==> config.mk <==
export PLATFORM = sky130hd
export DESIGN_NAME = frame_chain_walker
export DESIGN_NICKNAME = d
export VERILOG_FILES = /design/src/rtl/fcw_pkg.sv /design/src/rtl/fcw_addr_gen.sv /design/src/rtl/fcw_pad_calc.sv /design/src/rtl/fcw_status_merge.sv /design/src/rtl/frame_chain_walker.sv
export SDC_FILE = /design/constraint.sdc
export NUM_CORES = 1
export LEC_CHECK = 0
export ABC_AREA = 1
export BUFFER_PORTS_ARGS = -buffer_cell sky130_fd_sc_hd__buf_2
export CORE_MARGIN = 1
export CORE_UTILIZATION = 45
export DETAILED_ROUTE_END_ITERATION = 7
export GPL_ROUTABILITY_DRIVEN = 0
export PLACE_DENSITY_LB_ADDON = 0.2
export SLEW_MARGIN = 10
export SYNTH_ARGS = -nofsm -noshare
export SYNTH_HDL_FRONTEND = slang
export SYNTH_SLANG_ARGS = --single-unit
export TNS_END_PERCENT = 1
==> constraint.sdc <==
create_clock -name clk -period 4.4 [get_ports clk]
set_clock_uncertainty 0.05 [all_clocks]
set_input_delay 0.22 -clock clk [delete_from_list [all_inputs] [get_ports clk]]
set_output_delay 0.22 -clock clk [all_outputs]
set_load 0.05 [all_outputs]
==> src/rtl/fcw_pkg.sv <==
package fcw_pkg;

    typedef enum logic [3:0] {
        ST_IDLE,
        ST_LINK,
        ST_STAT,
        ST_CHECK,
        ST_COUNT,
        ST_ADDR,
        ST_LOAD,
        ST_EMIT,
        ST_WRITE
    } fcw_state_e;

    // status half-word bit positions
    localparam int unsigned BIT_DONE   = 14;
    localparam int unsigned BIT_OWN_HI = 13;
    localparam int unsigned BIT_OWN_LO = 12;
    localparam int unsigned BIT_EOC    = 11;
    localparam int unsigned BIT_RXERR  = 10;

    // count word final-fragment marker
    localparam int unsigned BIT_CNT_LAST = 31;

    localparam logic [1:0] OWN_CODE = 2'b11;

endpackage

==> src/rtl/fcw_addr_gen.sv <==
module fcw_addr_gen
    import fcw_pkg::*;
#(
    parameter int AW    = 16,
    parameter int IDX_W = 4
) (
    input  fcw_state_e       state,
    input  logic [AW-1:0]    base,
    input  logic [IDX_W-1:0] idx,
    output logic [AW-1:0]    addr
);

    localparam int PAIR_START = 2;

    logic [AW-1:0] pair_ofs;

    assign pair_ofs = AW'(PAIR_START) + AW'({idx, 1'b0});

    always_comb begin
        unique case (state)
            ST_STAT, ST_WRITE: addr = base + AW'(1);
            ST_COUNT:          addr = base + pair_ofs;
            ST_ADDR:           addr = base + pair_ofs + AW'(1);
            default:           addr = base;
        endcase
    end

endmodule

==> src/rtl/fcw_pad_calc.sv <==
module fcw_pad_calc #(
    parameter int LEN_W     = 24,
    parameter int TOT_W     = 28,
    parameter int MIN_FRAME = 64
) (
    input  logic [LEN_W-1:0] raw_len,
    input  logic [TOT_W-1:0] total_in,
    input  logic             pad_en,
    output logic [LEN_W-1:0] len_out,
    output logic [TOT_W-1:0] total_out
);

    localparam logic [TOT_W-1:0] MIN_T = TOT_W'(MIN_FRAME);

    logic short_frame;

    assign total_out   = total_in + TOT_W'(raw_len);
    assign short_frame = pad_en && (total_out < MIN_T);
    assign len_out     = short_frame ? raw_len + LEN_W'(MIN_T - total_out) : raw_len;

endmodule

==> src/rtl/fcw_status_merge.sv <==
module fcw_status_merge
    import fcw_pkg::*;
#(
    parameter int TOT_W = 28
) (
    input  logic [15:0]      status_in,
    input  logic [15:0]      size_in,
    input  logic [TOT_W-1:0] total,
    input  logic             final_desc,
    input  logic             rx_mode,
    output logic [31:0]      word_out
);

    logic        rx_short;
    logic [15:0] merged;

    assign rx_short = rx_mode && (TOT_W'(size_in) > total);

    always_comb begin
        merged           = status_in;
        merged[BIT_DONE] = 1'b1;
        if (final_desc) merged[BIT_EOC]   = 1'b1;
        if (rx_short)   merged[BIT_RXERR] = 1'b1;
        word_out = {size_in, merged};
    end

endmodule

==> src/rtl/frame_chain_walker.sv <==
module frame_chain_walker
    import fcw_pkg::*;
#(
    parameter int AW        = 16,
    parameter int MAX_FRAGS = 10,
    parameter int LEN_W     = 24,
    parameter int MIN_FRAME = 64
) (
    input  logic             clk,
    input  logic             rst_n,
    input  logic             go,
    input  logic             stop,
    input  logic [AW-1:0]    start_ptr,
    input  logic             tx_mode,
    input  logic             one_frag,
    output logic             busy,
    output logic             mem_rd_en,
    output logic             mem_wr_en,
    output logic [AW-1:0]    mem_addr,
    output logic [31:0]      mem_wdata,
    input  logic [31:0]      mem_rdata,
    output logic             frag_valid,
    input  logic             frag_ready,
    output logic [31:0]      frag_addr,
    output logic [LEN_W-1:0] frag_len,
    output logic             frag_last,
    output logic             frame_done,
    output logic             chain_end
);

    localparam int IDX_W = (MAX_FRAGS > 1) ? $clog2(MAX_FRAGS) : 1;
    localparam int TOT_W = LEN_W + IDX_W;
    localparam logic [IDX_W-1:0] IDX_LAST = IDX_W'(MAX_FRAGS - 1);

    fcw_state_e state_q, state_d;

    logic [AW-1:0]    base_q;
    logic [AW-1:0]    link_q;
    logic             link_null_q;
    logic [15:0]      stat_q;
    logic [15:0]      size_q;
    logic [IDX_W-1:0] idx_q;
    logic [TOT_W-1:0] total_q;
    logic             cnt_last_q;
    logic [LEN_W-1:0] cnt_len_q;
    logic [31:0]      addr_q;
    logic [LEN_W-1:0] len_q;
    logic             last_q;
    logic             tx_q;
    logic             one_q;

    logic             desc_owned;
    logic             frag_is_last;
    logic             final_desc;
    logic [LEN_W-1:0] pad_len;
    logic [TOT_W-1:0] pad_total;

    assign desc_owned   = (mem_rdata[BIT_OWN_HI:BIT_OWN_LO] == OWN_CODE);
    assign frag_is_last = cnt_last_q || one_q || (idx_q == IDX_LAST);
    assign final_desc   = link_null_q || stat_q[BIT_EOC];

    fcw_addr_gen #(
        .AW   (AW),
        .IDX_W(IDX_W)
    ) u_addr_gen (
        .state(state_q),
        .base (base_q),
        .idx  (idx_q),
        .addr (mem_addr)
    );

    fcw_pad_calc #(
        .LEN_W    (LEN_W),
        .TOT_W    (TOT_W),
        .MIN_FRAME(MIN_FRAME)
    ) u_pad_calc (
        .raw_len  (cnt_len_q),
        .total_in (total_q),
        .pad_en   (tx_q && frag_is_last),
        .len_out  (pad_len),
        .total_out(pad_total)
    );

    fcw_status_merge #(
        .TOT_W(TOT_W)
    ) u_status_merge (
        .status_in (stat_q),
        .size_in   (size_q),
        .total     (total_q),
        .final_desc(final_desc),
        .rx_mode   (!tx_q),
        .word_out  (mem_wdata)
    );

    // next-state decision
    always_comb begin
        state_d = state_q;
        if (stop) begin
            state_d = ST_IDLE;
        end else begin
            unique case (state_q)
                ST_IDLE:  if (go) state_d = ST_LINK;
                ST_LINK:  state_d = ST_STAT;
                ST_STAT:  state_d = ST_CHECK;
                ST_CHECK: state_d = desc_owned ? ST_COUNT : ST_IDLE;
                ST_COUNT: state_d = ST_ADDR;
                ST_ADDR:  state_d = ST_LOAD;
                ST_LOAD:  state_d = ST_EMIT;
                ST_EMIT:  if (frag_ready) state_d = last_q ? ST_WRITE : ST_COUNT;
                ST_WRITE: state_d = final_desc ? ST_IDLE : ST_LINK;
                default:  state_d = ST_IDLE;
            endcase
        end
    end

    // state register
    always_ff @(posedge clk or negedge rst_n) begin
        if (!rst_n) state_q <= ST_IDLE;
        else        state_q <= state_d;
    end

    // descriptor and fragment holding registers
    always_ff @(posedge clk or negedge rst_n) begin
        if (!rst_n) begin
            base_q      <= '0;
            link_q      <= '0;
            link_null_q <= 1'b0;
            stat_q      <= '0;
            size_q      <= '0;
            idx_q       <= '0;
            total_q     <= '0;
            cnt_last_q  <= 1'b0;
            cnt_len_q   <= '0;
            addr_q      <= '0;
            len_q       <= '0;
            last_q      <= 1'b0;
            tx_q        <= 1'b0;
            one_q       <= 1'b0;
        end else begin
            case (state_q)
                ST_IDLE: begin
                    if (go && !stop) begin
                        base_q <= start_ptr;
                        tx_q   <= tx_mode;
                        one_q  <= one_frag;
                    end
                end
                ST_STAT: begin
                    link_null_q <= (mem_rdata == 32'h0);
                    link_q      <= mem_rdata[AW-1:0];
                end
                ST_CHECK: begin
                    stat_q  <= mem_rdata[15:0];
                    size_q  <= mem_rdata[31:16];
                    idx_q   <= '0;
                    total_q <= '0;
                end
                ST_ADDR: begin
                    cnt_last_q <= mem_rdata[BIT_CNT_LAST];
                    cnt_len_q  <= mem_rdata[LEN_W-1:0];
                end
                ST_LOAD: begin
                    addr_q  <= mem_rdata;
                    len_q   <= pad_len;
                    last_q  <= frag_is_last;
                    total_q <= pad_total;
                end
                ST_EMIT: begin
                    if (frag_ready && !last_q) idx_q <= idx_q + 1'b1;
                end
                ST_WRITE: base_q <= link_q;
                default: ;
            endcase
        end
    end

    // state-decoded outputs
    always_comb begin
        busy       = 1'b1;
        mem_rd_en  = 1'b0;
        mem_wr_en  = 1'b0;
        frag_valid = 1'b0;
        frame_done = 1'b0;
        chain_end  = 1'b0;
        unique case (state_q)
            ST_IDLE:  busy = 1'b0;
            ST_LINK, ST_STAT, ST_COUNT, ST_ADDR: mem_rd_en = 1'b1;
            ST_CHECK: chain_end = !desc_owned;
            ST_LOAD:  ;
            ST_EMIT:  frag_valid = 1'b1;
            ST_WRITE: begin
                mem_wr_en  = 1'b1;
                frame_done = 1'b1;
                chain_end  = final_desc;
            end
            default:  busy = 1'b0;
        endcase
    end

    assign frag_addr = addr_q;
    assign frag_len  = len_q;
    assign frag_last = last_q;

endmodule

Word-level counts from Yosys, hierarchy flattened
Index checks and enable logic that the tools add are counted.
{"block": "classes", "eq_ne": 14, "mux": 21, "n_lt_le_gt_ge": 2, "n_addsub": 8, "n_reduce_logical": 24}
{"op": "$pmux W28 S2", "count": 1}
{"op": "$pmux W16 S3", "count": 1}
{"op": "$pmux W4 S9", "count": 1}
{"op": "$add A16 B1 Y16 const B", "count": 2}
{"op": "$logic_not A32 Y1", "count": 1}
{"op": "$pmux W16 S2", "count": 1}
{"op": "$add A28 B24 Y28", "count": 1}
{"op": "$gt A16 B28 Y1", "count": 1}
{"op": "$lt A28 B7 Y1 const B", "count": 1}
{"op": "$add A24 B24 Y24", "count": 1}
{"op": "$mux W24", "count": 1}
{"op": "$sub A7 B24 Y24 const A", "count": 1}
{"op": "$mux W4", "count": 5}
{"op": "$add A16 B16 Y16", "count": 1}
{"op": "$eq A4 B3 Y1 const B", "count": 4}
{"op": "$mux W16", "count": 1}
{"op": "$eq A4 B2 Y1 const B", "count": 2}
{"op": "$eq A4 B4 Y1 const B", "count": 2}
{"op": "$pmux W4 S2", "count": 1}
{"op": "$reduce_and A2 Y1", "count": 4}
{"op": "$reduce_or A8 Y1", "count": 1}
{"op": "$mux W1", "count": 7}
{"op": "$add A2 B5 Y6 const A", "count": 1}
{"op": "$ne A3 B3 Y1 const B", "count": 2}
{"op": "other kinds (13)", "count": 25}
{"block": "totals", "register_bits": 185, "in_bits": 55, "word_cells": 84, "out_inout_bits": 111}

Logic depth before layout (Yosys ltp)
{"block": "logic_depth", "word_depth": 5, "depth_mapped": 27, "depth_no_buf": 27}

Hierarchy
From an unflattened synthesis, not the netlist that was laid out.
{"block": "hier_totals", "hier_cells": 2062, "hier_area_um2": 14047.2}
{"mod": "frame_chain_walker", "area_per_inst_um2": 7537.2, "seq_area_each_um2": 4629.4, "cells_per_inst": 850, "instances": 1}
{"mod": "fcw_pad_calc", "area_per_inst_um2": 4076.4, "seq_area_each_um2": 0.0, "cells_per_inst": 784, "instances": 1}
{"mod": "fcw_addr_gen", "area_per_inst_um2": 1690.4, "seq_area_each_um2": 0.0, "cells_per_inst": 310, "instances": 1}
{"mod": "fcw_status_merge", "area_per_inst_um2": 743.2, "seq_area_each_um2": 0.0, "cells_per_inst": 118, "instances": 1}

Least setup slack after synthesis
No wires, ideal clock.
{"block": "synth_path", "path_type": "flip-flop to flip-flop", "startpoint": "register total_q[0]", "endpoint": "register len_q[23], in the netlist frag_len[23]", "t_required_ns": 4.232, "path_stages_with_launch": 24, "t_arrival_ns": 3.260, "setup_slack_ns": 0.972, "setup_time_ns": 0.118, "path_cell_list": "dfrtp_1 > ha_1 > inv_1 > fa_1 > inv_1 > nand3_1 > nand2_2 > nand3_1 > nand3_1 > nand2_1 > nand2_1 > inv_1 > ha_1 > ha_1 > nand2_1 > nor3_1 > nand2_1 > nor3_1 > nand3b_1 > nand3_1 > nand2_1 > nand4_1 > nand3_1 > nand2_1"}
{"block": "synth_between", "elab_chain_cells": 4, "elab_cells_between_ends": 6}
{"item": "start: declaration", "line": "frame_chain_walker.sv:43", "source": "logic [TOT_W-1:0] total_q;"}
{"item": "start signal: assignment", "line": "frame_chain_walker.sv:166", "source": "total_q <= pad_total;"}
{"item": "$add A28 B24 Y28 *", "line": "fcw_pad_calc.sv:17", "source": "assign total_out = total_in + TOT_W'(raw_len);"}
{"item": "$sub A7 B24 Y24 or $lt A28 B7 Y1 (tied branches)", "line": "fcw_pad_calc.sv:19, fcw_pad_calc.sv:18"}
{"item": "$add A24 B24 Y24 or $logic_and A1 B1 Y1 (tied branches)", "line": "fcw_pad_calc.sv:19, fcw_pad_calc.sv:18"}
{"item": "$mux W24 *", "line": "fcw_pad_calc.sv:19", "source": "assign len_out = short_frame ? raw_len + LEN_W'(MIN_T - total_out) : raw_len;"}
{"item": "end signal: assignment", "line": "frame_chain_walker.sv:164", "source": "len_q <= pad_len;"}
{"item": "end: declaration", "line": "frame_chain_walker.sv:47", "source": "logic [LEN_W-1:0] len_q;"}
Every way passes the cells marked *; elsewhere a longest branch is shown, timed or not.
A chain may end at the register's enable or synchronous reset.

Final worst setup path
{"block": "layout_path", "startpoint": "register total_q[0]", "endpoint": "register len_q[19], in the netlist frag_len[19]"}
Same word-level chain as after synthesis.

==> results.yml <==
status:
  status: "finished, final reports clean"
route:
  drt-wirelength-per-cell_um: 16.6
  drc: 0
  vias: 12700
  drt_iter0_drc: 1079
  ant_nets: 0
  drt_wl_total_um: 39100
  via_per_inst: 5.38
  dr.pass1.iters: 5
sta:
  max_freq_mhz: 246
  slew_violations: 0
  finalSetupViolCount: 0
  tightest_slew_ns: 0.891
  post-route-period-util_pct: 92.4
  fin_tns_setup_ns: 0
  hold_violations: 0
  min_period_ns: 4.07
  maxSlewHeadroom_pct: 40.6
  rsz0062_at_grt: "no"
synth:
  syn-instance-count: 1823
  yosys_register_bits: 184
  synth.distinct_cells: 47
  synth_edf_count: 0
  synth_area_sq_um: 12800
  ys_seq_area_share_pct: 35.9
  synth_ff_type: "dfrtp_1"
  synth-async-reset-ratio_pct: 100
  synth_fp_nets: 1968
  ys_warn_count: 0
  avgSynthCellArea_sq_um: 7.04
critical_path:
  worstSetupPathType: "reg2reg"
  cp-start-kind: "flip-flop"
  cp.arrival_ns: 4.35
  critPathCaptureType: "flip-flop"
  cp.required_ns: 4.68
  cp_max_fo: 4
  crit_path_start: "total_q[0]"
  worstReg2RegStart: "total_q[0]"
grt:
  grt_use_total_pct: 27.3
  grt_use_met3_pct: 3.05
  grt-ovfl-total: 0
  grt_pass1_wl_um: 61800
  use_met2_pct: 43.8
  grt_start_max_net_pins: 106
  grt_pass1_vias: 11600
  use_met1_pct: 39.0
  antenna_found_initial: 0
  grt_busiest_layer: "met2"
layout:
  multi_input_area_sq_um: 6950
  drive_gt1_share_pct: 13.4
  areaGrowthSynthToFinish_pct: 14.1
  final_common_cell: "nand2_1"
  regArea_sq_um: 4610
  diodes: 0
  nets: 2108
  fill_cells: 2824
  final_cell_mix: "503 x nand2_1, 244 x inv_1, 183 x dfrtp_1, 163 x buf_2, 153 x o21ai_0"
  utilization_pct: 52.4
die:
  dieArea_sq_um: 29200
  core_sq_um: 27900
  io-pin-count: 166
  rows: 61
  initial_utilization_pct: 45.9
  dieHeight_um: 171
  die_x_um: 171
cts:
  clk_latency_ns: 0.44
  cts_tree: "yes"
  clockRootBuffer: "clkbuf_16"
  postCtsSetupRepairBufs: 0
  clockBufferDepth: 2
  htreeDepth: 4
  clk_pin_slew_ns: 0.08
  cts.sinks: 184
  cts_buffers: 17
min_path:
  hold_start: "start_ptr[11]"
  hold_path.class: "in2reg"
placement:
  numPortBuffers: 164
  hpwl_um: 30300
flow_run:
  drv_cap: 0
==> logic make-up (layout without fill, tap and decap cells) <==
kind of cell | count (synthesis) | in the layout | synth area share, %
buffers and inverters | 324 | 477 | 10.1
and+or+nand+nor | 894 | 894 | 30.2
AOI/OAI and AO/OA | 295 | 295 | 12.4
DFF | 184 | 184 | 35.9
other | 1 | 1 | 0.0292
muxes | 1 | 1 | 0.0877
xor gates and xnor gates | 34 | 34 | 2.32
adders and majority gates | 90 | 90 | 8.95
==> critical path, stage by stage, from the launching register on <==
cell     delay, ns
dfrtp_2       0.44
ha_1          0.27
inv_1         0.07
fa_1          0.40
inv_1         0.11
nand3_1       0.09
nand2_2       0.14
nand2_1       0.08
nand2_1       0.11
nand2_1       0.08
and2_1        0.15
ha_1          0.27
ha_1          0.35
a21oi_1       0.23
o21ai_0       0.15
a21oi_1       0.23
o21ai_0       0.17
nand2_1       0.10
nand2_1       0.06
xnor2_1       0.14
nand4_1       0.11
nand3_1       0.11
nand2_1       0.07
==> repair_timing <==
action                     CTS  global route
gates resized for setup      0             3
hold endpoints to repair   109             0
setup endpoints to repair    0             3
hold buffers                 7             0
==> stage by stage <==
stage	setup slack (ns)	cell area [sq um]	hold WS (ns)	cells
floorplan	0.972	12800	-0.126	1823
global placement	0.292	13900	0.333	2315
detailed placement	0.278	13900	0.328	2315
CTS	0.263	14600	0.0121	2354
global route	0.00961	14600	0.0148	2354
finish	0.332	14600	0.0126	2354
==> flip-flops by register name, summed over array words and instances, names as in the netlist, 15 cells and up <==
register / count
stat_q: 15
frag_addr: 32
base_q: 16
frag_len: 24
size_q: 16
cnt_len_q: 24
link_q: 16
total_q: 28
==> per-layer routing <==
| metal | up-vias | routed length [um] |
|---|---|---|
| met4 | 0 | 563 |
| met1 | 5965 | 18200 |
| met2 | 429 | 17900 |
| met3 | 41 | 2400 |
| met5 | - | 0 |
| li1 | 6241 | - |
==> Yosys cell counts, types with 4 or more instances <==
library cell,number,area [sq um]
nand2_1,504,1890
inv_1,245,920
dfrtp_1,184,4600
o21ai_0,153,766
nor2_1,128,480
nand3_1,110,551
ha_1,87,1090
a21oi_1,71,355
nand4_1,57,357
nor3_1,45,225
clkbuf_1,37,139
o22ai_1,29,181
xor2_1,19,166
buf_4,15,113
xnor2_1,15,131
nand2_2,12,75.1
o21ai_1,12,60.1
inv_2,11,41.3
nor2_2,11,68.8
buf_2,10,50.1
nor4_1,7,43.8
nand3b_1,6,45.0
o221ai_1,5,43.8
a31oi_1,4,25.0
nand3_2,4,40.0
o211ai_1,4,30.0
o21ai_2,4,35.0
o21bai_1,4,30.0
==> cell type report <==
cell class                      instances  area share (%)
Clock inverter                         15            1.40
Inverter                              260            6.68
Clock buffer                           17            2.91
Timing Repair Buffer                  185            6.86
Sequential cell                       184            31.5
Multi-Input combinational cell       1315            47.5
Tap cell                              378            3.23
==> path summary, 6_finish.rpt <==
path / endpoint / depth (start not counted) / slack (ns)
min: base_q[11] / 3 / 0.01
min reg2reg: frag_len[1] / 2 / 0.43
max reg2reg: frag_len[19] / 22 / 0.33
max in group asynchronous: frag_len[12] / 3 / 2.69
max: frag_len[19] / 22 / 0.33
min in group asynchronous: frag_len[21] / 2 / 0.34
Power is not shown: default switching activity piles up to over one toggle a cycle in this logic, so the estimate is an artifact.
